`src/rtl/dma_chain_pkg.sv`:
```
package dma_chain_pkg;
   typedef enum logic [2:0] {S_IDLE, S_FETCH, S_CHECK, S_MOVE, S_END} chan_fsm_e;

   localparam logic [1:0] STS_IDLE = 2'd0;
   localparam logic [1:0] STS_DESC = 2'd1;
   localparam logic [1:0] STS_WAIT = 2'd2;
   localparam logic [1:0] STS_MOVE = 2'd3;

   localparam logic [1:0] MODE_OFF    = 2'd0;
   localparam logic [1:0] MODE_CHAIN  = 2'd1;
   localparam logic [1:0] MODE_SINGLE = 2'd2;

   localparam logic [1:0] WC_BYTE = 2'd3;
   localparam logic [1:0] WC_HALF = 2'd2;
   localparam logic [1:0] WC_WORD = 2'd0;

   localparam int WIDTH_LSB      = 12;
   localparam int WORDS_PER_DESC = 4;
endpackage

```
`src/rtl/dma_desc_fetch.sv`:
```
module dma_desc_fetch #(
   parameter int ADDR_W = 32,
   parameter int WORDS  = 4,
   localparam int IDX_W = $clog2(WORDS)
) (
   input  logic              clk,
   input  logic              rst_n,
   input  logic              go,
   input  logic [ADDR_W-1:0] base,
   output logic              rd_valid,
   output logic [ADDR_W-1:0] rd_addr,
   input  logic              rd_ready,
   input  logic              rsp_valid,
   output logic              cap_en,
   output logic [IDX_W-1:0]  cap_idx,
   output logic              done
);
   localparam logic [IDX_W-1:0] LAST = IDX_W'(WORDS - 1);

   if (WORDS < 2) begin : g_bad_words
      $error("descriptor needs at least two words");
   end

   typedef enum logic [1:0] {F_IDLE, F_REQ, F_RSP} fetch_e;
   fetch_e            st;
   logic [IDX_W-1:0]  idx;
   logic [ADDR_W-1:0] base_q;

   always_ff @(posedge clk or negedge rst_n) begin
      if (!rst_n) begin
         st     <= F_IDLE;
         idx    <= '0;
         base_q <= '0;
      end else begin
         case (st)
            F_IDLE: if (go) begin
               base_q <= base;
               idx    <= '0;
               st     <= F_REQ;
            end
            F_REQ: if (rd_ready) st <= F_RSP;
            F_RSP: if (rsp_valid) begin
               if (idx == LAST) st <= F_IDLE;
               else begin
                  idx <= idx + 1'b1;
                  st  <= F_REQ;
               end
            end
            default: st <= F_IDLE;
         endcase
      end
   end

   always_comb begin
      rd_valid = (st == F_REQ);
      rd_addr  = base_q + ADDR_W'({idx, 2'b00});
      cap_en   = (st == F_RSP) && rsp_valid;
      cap_idx  = idx;
      done     = cap_en && (idx == LAST);
   end
endmodule

```
`src/rtl/dma_size_check.sv`:
```
module dma_size_check import dma_chain_pkg::*; #(
   parameter int ADDR_W     = 32,
   parameter int CNT_W      = 11,
   parameter int NARROW_MAX = 'h3FF,
   parameter int WIDE_MAX   = 'h7FF
) (
   input  logic [ADDR_W-1:0] size_word,
   output logic              legal,
   output logic [CNT_W-1:0]  cnt,
   output logic [1:0]        sz_log2
);
   if (CNT_W > WIDTH_LSB || WIDE_MAX >= (1 << CNT_W) || NARROW_MAX > WIDE_MAX) begin : g_bad_cfg
      $error("count field does not fit below the width code");
   end

   logic [1:0]       wcode;
   logic [CNT_W-1:0] lim;
   logic             bad_code;

   always_comb begin
      wcode    = size_word[WIDTH_LSB+1:WIDTH_LSB];
      cnt      = size_word[CNT_W-1:0];
      bad_code = 1'b0;
      case (wcode)
         WC_BYTE: begin sz_log2 = 2'd0; lim = CNT_W'(NARROW_MAX); end
         WC_HALF: begin sz_log2 = 2'd1; lim = CNT_W'(NARROW_MAX); end
         WC_WORD: begin sz_log2 = 2'd2; lim = CNT_W'(WIDE_MAX);   end
         default: begin sz_log2 = 2'd2; lim = '0; bad_code = 1'b1; end
      endcase
      legal = !bad_code && (cnt <= lim);
   end
endmodule

```
`src/rtl/dma_chain_chan.sv`:
```
module dma_chain_chan import dma_chain_pkg::*; #(
   parameter int ADDR_W     = 32,
   parameter int CNT_W      = 11,
   parameter int NARROW_MAX = 'h3FF,
   parameter int WIDE_MAX   = 'h7FF
) (
   input  logic              clk,
   input  logic              rst_n,
   input  logic              cfg_we,
   input  logic [3:0]        cfg_addr,
   input  logic [ADDR_W-1:0] cfg_wdata,
   input  logic [1:0]        mode,
   input  logic              dir,
   input  logic              start,
   output logic              rd_valid,
   output logic [ADDR_W-1:0] rd_addr,
   input  logic              rd_ready,
   input  logic              rsp_valid,
   input  logic [ADDR_W-1:0] rsp_data,
   output logic              xfer_valid,
   input  logic              xfer_ready,
   output logic [ADDR_W-1:0] xfer_dev_addr,
   output logic [ADDR_W-1:0] xfer_mem_addr,
   output logic              xfer_to_dev,
   output logic [1:0]        xfer_size,
   output logic [1:0]        status,
   output logic              irq,
   output logic              err
);
   localparam int NW = WORDS_PER_DESC;
   localparam int IW = $clog2(NW);

   if (ADDR_W < WIDTH_LSB + 2) begin : g_bad_addr
      $error("address width too small for the size word");
   end

   chan_fsm_e         st;
   logic [CNT_W-1:0]  left;
   logic              run_sg, dir_q, halt, beat, host_wr, follow;
   logic              fetch_go, cap_en, fetch_done, legal;
   logic [IW-1:0]     cap_idx;
   logic [CNT_W-1:0]  cnt;
   logic [1:0]        sz;
   logic [ADDR_W-1:0] step, dev_w, mem_w, size_w, link_w, link_base;

   for (genvar gi = 0; gi < NW; gi++) begin : g_word
      logic [ADDR_W-1:0] q;
      logic              hit_host, hit_cap;
      assign hit_host = host_wr && (cfg_addr[3:2] == IW'(gi));
      assign hit_cap  = cap_en && (cap_idx == IW'(gi));
      if (gi == 1) begin : g_inc
         always_ff @(posedge clk or negedge rst_n) begin
            if (!rst_n)        q <= '0;
            else if (hit_host) q <= cfg_wdata;
            else if (hit_cap)  q <= rsp_data;
            else if (beat)     q <= q + step;
         end
      end else begin : g_hold
         always_ff @(posedge clk or negedge rst_n) begin
            if (!rst_n)        q <= '0;
            else if (hit_host) q <= cfg_wdata;
            else if (hit_cap)  q <= rsp_data;
         end
      end
   end

   assign dev_w     = g_word[0].q;
   assign mem_w     = g_word[1].q;
   assign size_w    = g_word[2].q;
   assign link_w    = g_word[3].q;
   assign link_base = {link_w[ADDR_W-1:2], 2'b00};

   dma_size_check #(
      .ADDR_W(ADDR_W), .CNT_W(CNT_W), .NARROW_MAX(NARROW_MAX), .WIDE_MAX(WIDE_MAX)
   ) u_size (
      .size_word(size_w), .legal(legal), .cnt(cnt), .sz_log2(sz)
   );

   dma_desc_fetch #(.ADDR_W(ADDR_W), .WORDS(NW)) u_fetch (
      .clk(clk), .rst_n(rst_n), .go(fetch_go), .base(link_base),
      .rd_valid(rd_valid), .rd_addr(rd_addr), .rd_ready(rd_ready),
      .rsp_valid(rsp_valid), .cap_en(cap_en), .cap_idx(cap_idx), .done(fetch_done)
   );

   assign halt     = (mode == MODE_OFF);
   assign host_wr  = cfg_we && (st == S_IDLE);
   assign beat     = (st == S_MOVE) && xfer_ready;
   assign step     = ADDR_W'(1) << sz;
   assign follow   = run_sg && link_w[1];
   assign fetch_go = ((st == S_IDLE) && start && (mode == MODE_CHAIN)) ||
                     ((st == S_END) && !halt && follow);

   always_ff @(posedge clk or negedge rst_n) begin
      if (!rst_n) begin
         st     <= S_IDLE;
         left   <= '0;
         run_sg <= 1'b0;
         dir_q  <= 1'b0;
      end else begin
         case (st)
            S_IDLE: begin
               if (start && mode == MODE_CHAIN) begin
                  st     <= S_FETCH;
                  run_sg <= 1'b1;
                  dir_q  <= dir;
               end else if (start && mode == MODE_SINGLE) begin
                  st     <= S_CHECK;
                  run_sg <= 1'b0;
                  dir_q  <= dir;
               end
            end
            S_FETCH: if (fetch_done) st <= S_CHECK;
            S_CHECK: begin
               if (halt || !legal)  st <= S_IDLE;
               else if (cnt == '0)  st <= S_END;
               else begin
                  left <= cnt;
                  st   <= S_MOVE;
               end
            end
            S_MOVE: if (beat) begin
               left <= left - 1'b1;
               if (halt)                    st <= S_IDLE;
               else if (left == CNT_W'(1))  st <= S_END;
            end
            S_END:   st <= fetch_go ? S_FETCH : S_IDLE;
            default: st <= S_IDLE;
         endcase
      end
   end

   always_comb begin
      case (st)
         S_IDLE:  status = STS_IDLE;
         S_FETCH: status = STS_DESC;
         S_MOVE:  status = STS_MOVE;
         default: status = STS_WAIT;
      endcase
      xfer_valid    = (st == S_MOVE);
      xfer_dev_addr = dev_w;
      xfer_mem_addr = mem_w;
      xfer_to_dev   = dir_q;
      xfer_size     = sz;
      irq           = (st == S_END) && link_w[0] && !halt;
      err           = (st == S_CHECK) && !legal && !halt;
   end
endmodule

```
`config.mk`:
```
export PLATFORM = sky130hd
export DESIGN_NAME = dma_chain_chan
export DESIGN_NICKNAME = d
export VERILOG_FILES = /design/src/rtl/dma_chain_pkg.sv /design/src/rtl/dma_desc_fetch.sv /design/src/rtl/dma_size_check.sv /design/src/rtl/dma_chain_chan.sv
export SDC_FILE = /design/constraint.sdc
export NUM_CORES = 1
export LEC_CHECK = 0
export BUFFER_PORTS_ARGS = -buffer_cell sky130_fd_sc_hd__buf_2
export CAP_MARGIN = 20
export CORE_MARGIN = 1
export CORE_UTILIZATION = 45
export CTS_CLUSTER_DIAMETER = 150
export DETAILED_ROUTE_END_ITERATION = 6
export PLACE_DENSITY_LB_ADDON = 0.15
export SKIP_CTS_REPAIR_TIMING = 1
export SLEW_MARGIN = 30
export SYNTH_ARGS = -nofsm -noshare
export SYNTH_HDL_FRONTEND = slang
export SYNTH_SLANG_ARGS = --single-unit
```
`constraint.sdc`:
```
create_clock -name clk -period 3.57 [get_ports clk]
set_clock_uncertainty 0.2 [all_clocks]
set_input_delay 0 -clock clk [delete_from_list [all_inputs] [get_ports clk]]
set_output_delay 0 -clock clk [all_outputs]
set_load 0.1 [all_outputs]
```
### Word-level counts from Yosys, hierarchy flattened

Index checks and enable logic that the tools add are counted.

* bits in writable memories: 0
* output and inout bits: 105
* bits in read-only memories: 0
* register bits: 160
* input port bits: 78
* logic and storage cells: 132
* latch bits: 0
* memories: 0

* magnitude comparators: 1
* equal/unequal tests: 27
* reduce and logical (&&, ||, !) cells: 49
* add/subtract/negate cells: 4
* shifts and indexed selects: 1
* mux-type cells: 39
* divide/modulo/power cells: 0
* bitwise logic cells: 0
* multiply operators: 0

Operators by type and width (number)
* 32-bit 2-to-1 mux: 7
* 11-bit case mux with 2 select lines: 2
* 11-bit 2-to-1 mux: 3
* 32-bit adder: 1
* 32-bit by 4-bit adder with 32-bit output: 1
* 1-bit by 2-bit left shift with 32-bit output, first input constant: 1
* 14-bit 2-to-1 mux: 2
* 3-bit 2-to-1 mux: 8
* 1-bit logical AND: 23
* 2-bit == test, second input constant: 8
* 3-bit case mux with 5 select lines: 1
* 2-bit 2-to-1 mux: 6
* 2-bit inequality test, second input constant: 6
* 2-bit case mux with 3 select lines: 2
* 4-bit AND reduction: 3
* 2-bit nonzero test: 6
* 11-bit by 1-bit == test with 1-bit output, second input constant: 1
* 11-bit less-or-equal comparator: 1
* 11-bit zero test: 1
* 11-bit by 1-bit subtractor with 11-bit output, second input constant: 1
* 2-bit zero test: 5
* 2-bit by 1-bit == test with 1-bit output, second input constant: 4
* 2-bit case mux with 2 select lines: 2
* 3-bit by 2-bit == test with 1-bit output, second input constant: 2
* 14 further kinds: 24

### Depth between registers and ports, before layout

* depth after elaboration: 9
* depth in mapped cells: 11
* gate-level depth less buffers: 9

### Hierarchy

A second synthesis with hierarchy kept.

* cells, all modules: 1064
* area, all modules: 10166.0 µm²

By module, submodules not included
* dma_chain_chan: cells each 857, area an instance 7926.4 µm², instances 1
* dma_desc_fetch: cells each 175, area an instance 2006.9 µm², instances 1
* dma_size_check: cells each 32, area an instance 232.7 µm², instances 1

### Worst setup path before layout

Ideal clock, no wire load.

* kind: flip-flop to flip-flop
* start: register st[2]
* end: register left[8]
* cell stages (with the launch flop): 8
* data arrival time: 3.446 ns
* data required time: 3.280 ns
* setup time: 0.090 ns
* path slack: -0.166 ns
* cells stage by stage: dfrtp_1 buf_2 nor2b_1 nand2_1 inv_1 buf_2 o311ai_0 o221ai_1

* longest elaborated chain between the ends: 4
* elaborated cells between the ends (all ways): 9

RTL lines
* from (decl): RTL line dma_chain_chan.sv:37 `chan_fsm_e st;`
* from (signal assigned): RTL line dma_chain_chan.sv:126 `S_END: st <= fetch_go ? S_FETCH : S_IDLE;`
* 3-bit by 2-bit == test with 1-bit output *
* via xfer_valid: RTL line dma_chain_chan.sv:20 `output logic xfer_valid,`
* 1-bit logical AND: RTL line dma_chain_chan.sv:87 `assign beat = (st == S_MOVE) && xfer_ready;`
* 2-bit by 1-bit inequality test with 1-bit output (no line)
* 4-bit AND reduction (no line)
* to (signal assigned): RTL line dma_chain_chan.sv:117 `left <= cnt;`
* to (signal assigned): RTL line dma_chain_chan.sv:122 `left <= left - 1'b1;`
* to (decl): RTL line dma_chain_chan.sv:38 `logic [CNT_W-1:0] left;`

Mark *: on every way through the listed nets, which the timed path passes. The rest lies on a longest branch.
A chain may end at the register's enable or synchronous reset.

### Worst setup path in the final report

* start: register g_word[2].q[13]
* end: register g_word[1].q[22], in the netlist xfer_mem_addr[22]

* longest elaborated chain between the ends: 7
* elaborated cells between the ends (all ways): 8

RTL lines
* from (decl): RTL line dma_chain_chan.sv:47 `logic [ADDR_W-1:0] q;`
* from (signal assigned): RTL line dma_chain_chan.sv:61 `else if (hit_host) q <= cfg_wdata;`
* from (signal assigned): RTL line dma_chain_chan.sv:62 `else if (hit_cap) q <= rsp_data;`
* 2-bit == test: RTL line dma_size_check.sv:24 `case (wcode)`
* 2-bit case mux with 2 select lines *: RTL line dma_size_check.sv:24
* 1-bit by 2-bit left shift with 32-bit output *: RTL line dma_chain_chan.sv:88 `assign step = ADDR_W'(1) << sz;`
* 32-bit adder *: RTL line dma_chain_chan.sv:56 `else if (beat) q <= q + step;`
* 32-bit 2-to-1 mux *: RTL line dma_chain_chan.sv:56
* 32-bit 2-to-1 mux *: RTL line dma_chain_chan.sv:55 `else if (hit_cap) q <= rsp_data;`
* 32-bit 2-to-1 mux *: RTL line dma_chain_chan.sv:54 `else if (hit_host) q <= cfg_wdata;`
* to (signal assigned): RTL line dma_chain_chan.sv:54
* to (signal assigned): RTL line dma_chain_chan.sv:55
* to (signal assigned): RTL line dma_chain_chan.sv:56
* to (decl): RTL line dma_chain_chan.sv:47

Every way passes the cells marked *; elsewhere a longest branch is shown, timed or not. The select of a mux whose other input is x is not followed.

==> results.txt <==
result of the run: finished, violations left
violated checks: negative hold slack
post-CTS clock slew at the launch and capture registers of the worst setup and hold paths: 0.06 ns
number of buffer cells added on primary ports: 178
Area growth syn-to-layout: 29.7%
HPWL reported at the end of detailed placement: 19300 µm
period utilisation layout: 0.948
die extent in y: 146 µm
detailed-route via count: 8461
TritonCTS clock tree: built
worst slew margin relative to its limit: 0.416
number of warnings printed during yosys synthesis: 0
worst slew pin tran: 0.876 ns
routed length per instance: 18.9 µm
sinks on the clock net: 159
max cap viols: 0
Die Width: 146 µm
Routed WL: 28600 µm
largest net degree at the start of global routing: 88
FILL cells: 1784
Skew-Pair Late Insertion Delay: 0.44 ns
number of hold violations in the final report: 5
number of rows in the core area: 52
required time of the critical path: 3.69 ns
die area: 0.0212 mm²
sequential share of the synthesized area: 0.428
CORE AREA: 0.0202 mm²
R2R depth: 11
share of cells above drive strength 1: 0.226
post-layout instance count excluding filler cells: 1517
Vias per Instance: 5.58
achievable frequency: 296 MHz
Initial DRT Pass Iterations: 6
minimum hold slack: -0.00578 ns
synth unique cells: 66
Post-Syn Area: 0.00929 mm²
Synth Instances: 969
post-synthesis average cell area: 9.59 µm²
htree depth: 4
via count of the first global-routing pass: 7722
flip-flop cell with the highest count after synthesis: dfrtp_1
Worst Path Class, Setup: flip-flop to flip-flop
number of CTS-inserted buffers: 17
GPL Wtd Cong: 0.837
Tot GR Track Use: 0.261
maximum buffer depth of the clock tree: 2
number of primary I/O pins: 183
setup repair after global routing missed its margin: no
data arrival time of the critical path: 3.50 ns
share of the core filled with cells in the final layout: 0.595
crit start category: flip-flop
final setup violation count: 0
detailed-route DRC error count: 0
DRT iter0 DRCs: 491
number of antenna violations at the first check in global routing: 0
number of pins with negative max-slew slack in the final report: 0
clock period minus final worst setup slack: 3.38 ns
CP endpoint kind: flip-flop
count of antenna-violating nets left after detailed routing: 0
aggregate global routing overflow: 0
first-pass GRT wire length: 43200 µm
number of enable flip-flop cells after synthesis: 0
Layout Nets: 1330
min-delay worst type: input pin to flip-flop
Root Driver: clkbuf_16
largest fanout on the critical path: 13
number of cells in the design after placement: 1379
Worst Hold Path Cells: 4
register bit total from synthesis: 159
Starting Density: 0.459
post-synthesis async set-or-reset flop share: 1.00
Ant. Diodes: 0
final cells by class:
type                            instances  area (µm²)  area share
Sequential cell                       159        3980       0.330
Clock inverter                          9        83.8     0.00696
Inverter                               19        71.3     0.00592
Multi-Input combinational cell        735        5000       0.415
Timing Repair Buffer                  302        2100       0.175
Tap cell                              270         338      0.0280
Clock buffer                           23         478      0.0397
kinds of logic (layout without fill, tap and decap cells):
logic type / Yosys count / after routing / share of synthesized area
compound gates: 215 / 215 / 0.142
xor+xnor: 43 / 43 / 0.0405
fa+ha+maj: 18 / 18 / 0.0259
buf+inv: 77 / 353 / 0.0376
flops: 159 / 159 / 0.428
mux: 114 / 114 / 0.139
other cells: 1 / 3 / 0.000404
simple gates: 342 / 342 / 0.186
metal layers:
layer	part of all wire	track usage	vias up
li1	-	-	4035
met1	0.42	0.342	4152
met2	0.50	0.428	245
met3	0.057	0.0693	29
met4	0.016	0.0705	0
met5	0	0	-
path summary, 6_finish.rpt:
path	from	to	slack (ns)
hold reg to reg	g_word[3].q[25]$_DFFE_PN0P_	u_fetch.base_q[25]$_DFFE_PN0P_	0.30
min in group asynchronous	rst_n	g_word[3].q[2]$_DFFE_PN0P_	0.02
max in group asynchronous	rst_n	xfer_mem_addr[11]$_DFFE_PN0P_	2.23
setup reg to reg	g_word[2].q[13]$_DFFE_PN0P_	xfer_mem_addr[22]$_DFFE_PN0P_	0.19
setup / recovery	g_word[2].q[13]$_DFFE_PN0P_	xfer_mem_addr[22]$_DFFE_PN0P_	0.19
hold / removal	cfg_addr[3]	g_word[2].q[13]$_DFFE_PN0P_	-0.006
critical path, cell delays in order, from the launching register on:
cell	delay (ns)
dfrtp_1	0.45
and2_1	0.16
ha_1	0.15
inv_1	0.06
fa_1	0.37
nor2b_1	0.24
o31a_1	0.48
buf_4	0.24
nand4_1	0.09
a21oi_1	0.19
o21ai_0	0.09
dlygate4sd3_1	0.55
per-stage QoR:
step / setup WS, ns / TNS (ns) / hold slack (ns) / area [µm²]
floorplan: 0.000736 / 0 / -0.496 / 9310
global placement: 0.386 / 0 / -0.0428 / 10400
detailed placement: 0.374 / 0 / -0.0545 / 10400
CTS: -0.104 / -0.121 / -0.512 / 11000
global route: 0.00561 / 0 / 0.0232 / 12000
finish: 0.187 / 0 / -0.00578 / 12000
state kept, by name, indices dropped and copies added (netlist names):
name             cells
g_word.q            45
left                11
run_sg               1
st                   3
u_fetch.base_q      30
u_fetch.cap_idx      2
u_fetch.st           2
xfer_dev_addr       32
xfer_mem_addr       32
xfer_to_dev          1
layout by cell type, fill, tap and decap left out, types with 6 or more instances in the layout:
| master | netlist | layout |
|---|---|---|
| nand3_1 | 28 | 27 |
| nor4_1 | 8 | 8 |
| buf_2 | 21 | 173 |
| xor2_1 | 23 | 23 |
| buf_4 | 3 | 19 |
| and2_1 | 9 | 9 |
| nand4b_1 | 6 | 6 |
| or3_1 | 7 | 7 |
| nand2_1 | 62 | 60 |
| a22oi_1 | 6 | 6 |
| o21ai_0 | 30 | 30 |
| a21oi_1 | 103 | 103 |
| dlygate4sd3_1 | 0 | 106 |
| and3_1 | 21 | 21 |
| mux2i_1 | 81 | 81 |
| ha_1 | 16 | 16 |
| nor2b_1 | 9 | 7 |
| nand4_1 | 27 | 27 |
| dfrtp_1 | 159 | 159 |
| o22ai_1 | 9 | 9 |
| inv_1 | 19 | 19 |
| and4_1 | 10 | 10 |
| nor3_1 | 18 | 18 |
| o221ai_1 | 11 | 11 |
| xnor2_1 | 20 | 19 |
| a31oi_1 | 7 | 7 |
| a221oi_1 | 7 | 7 |
| mux2_4 | 30 | 30 |
| nor2_1 | 113 | 112 |
| nand2b_1 | 6 | 6 |
| clkbuf_16 | 0 | 17 |
synthesized netlist by cell type, types with 5 or more instances:
cell | n | area share
xor2_1 | 23 | 0.022
o21ai_0 | 30 | 0.016
xnor2_1 | 20 | 0.019
nor2b_1 | 9 | 0.0061
nand4_1 | 27 | 0.018
nor3_1 | 18 | 0.0097
buf_2 | 21 | 0.011
or3_1 | 7 | 0.0047
a221oi_1 | 7 | 0.0066
a22oi_1 | 6 | 0.0048
a21oi_1 | 103 | 0.055
ha_1 | 16 | 0.022
o311ai_0 | 5 | 0.0047
inv_1 | 19 | 0.0077
mux2i_1 | 81 | 0.087
and4_1 | 10 | 0.0094
and2_1 | 9 | 0.0061
clkbuf_1 | 30 | 0.012
mux2_4 | 30 | 0.048
nand3_1 | 28 | 0.015
nand2_1 | 62 | 0.025
nor4_1 | 8 | 0.0054
o221ai_1 | 11 | 0.010
nand4b_1 | 6 | 0.0057
and3_1 | 21 | 0.014
a31oi_1 | 7 | 0.0047
o22ai_1 | 9 | 0.0061
nor2_1 | 113 | 0.046
dfrtp_1 | 159 | 0.43
o211ai_1 | 5 | 0.0040
nand2b_1 | 6 | 0.0040
Power is left out: the tool's default activity adds up to more than one toggle a clock period on the data nets, which glitch-free logic cannot reach.
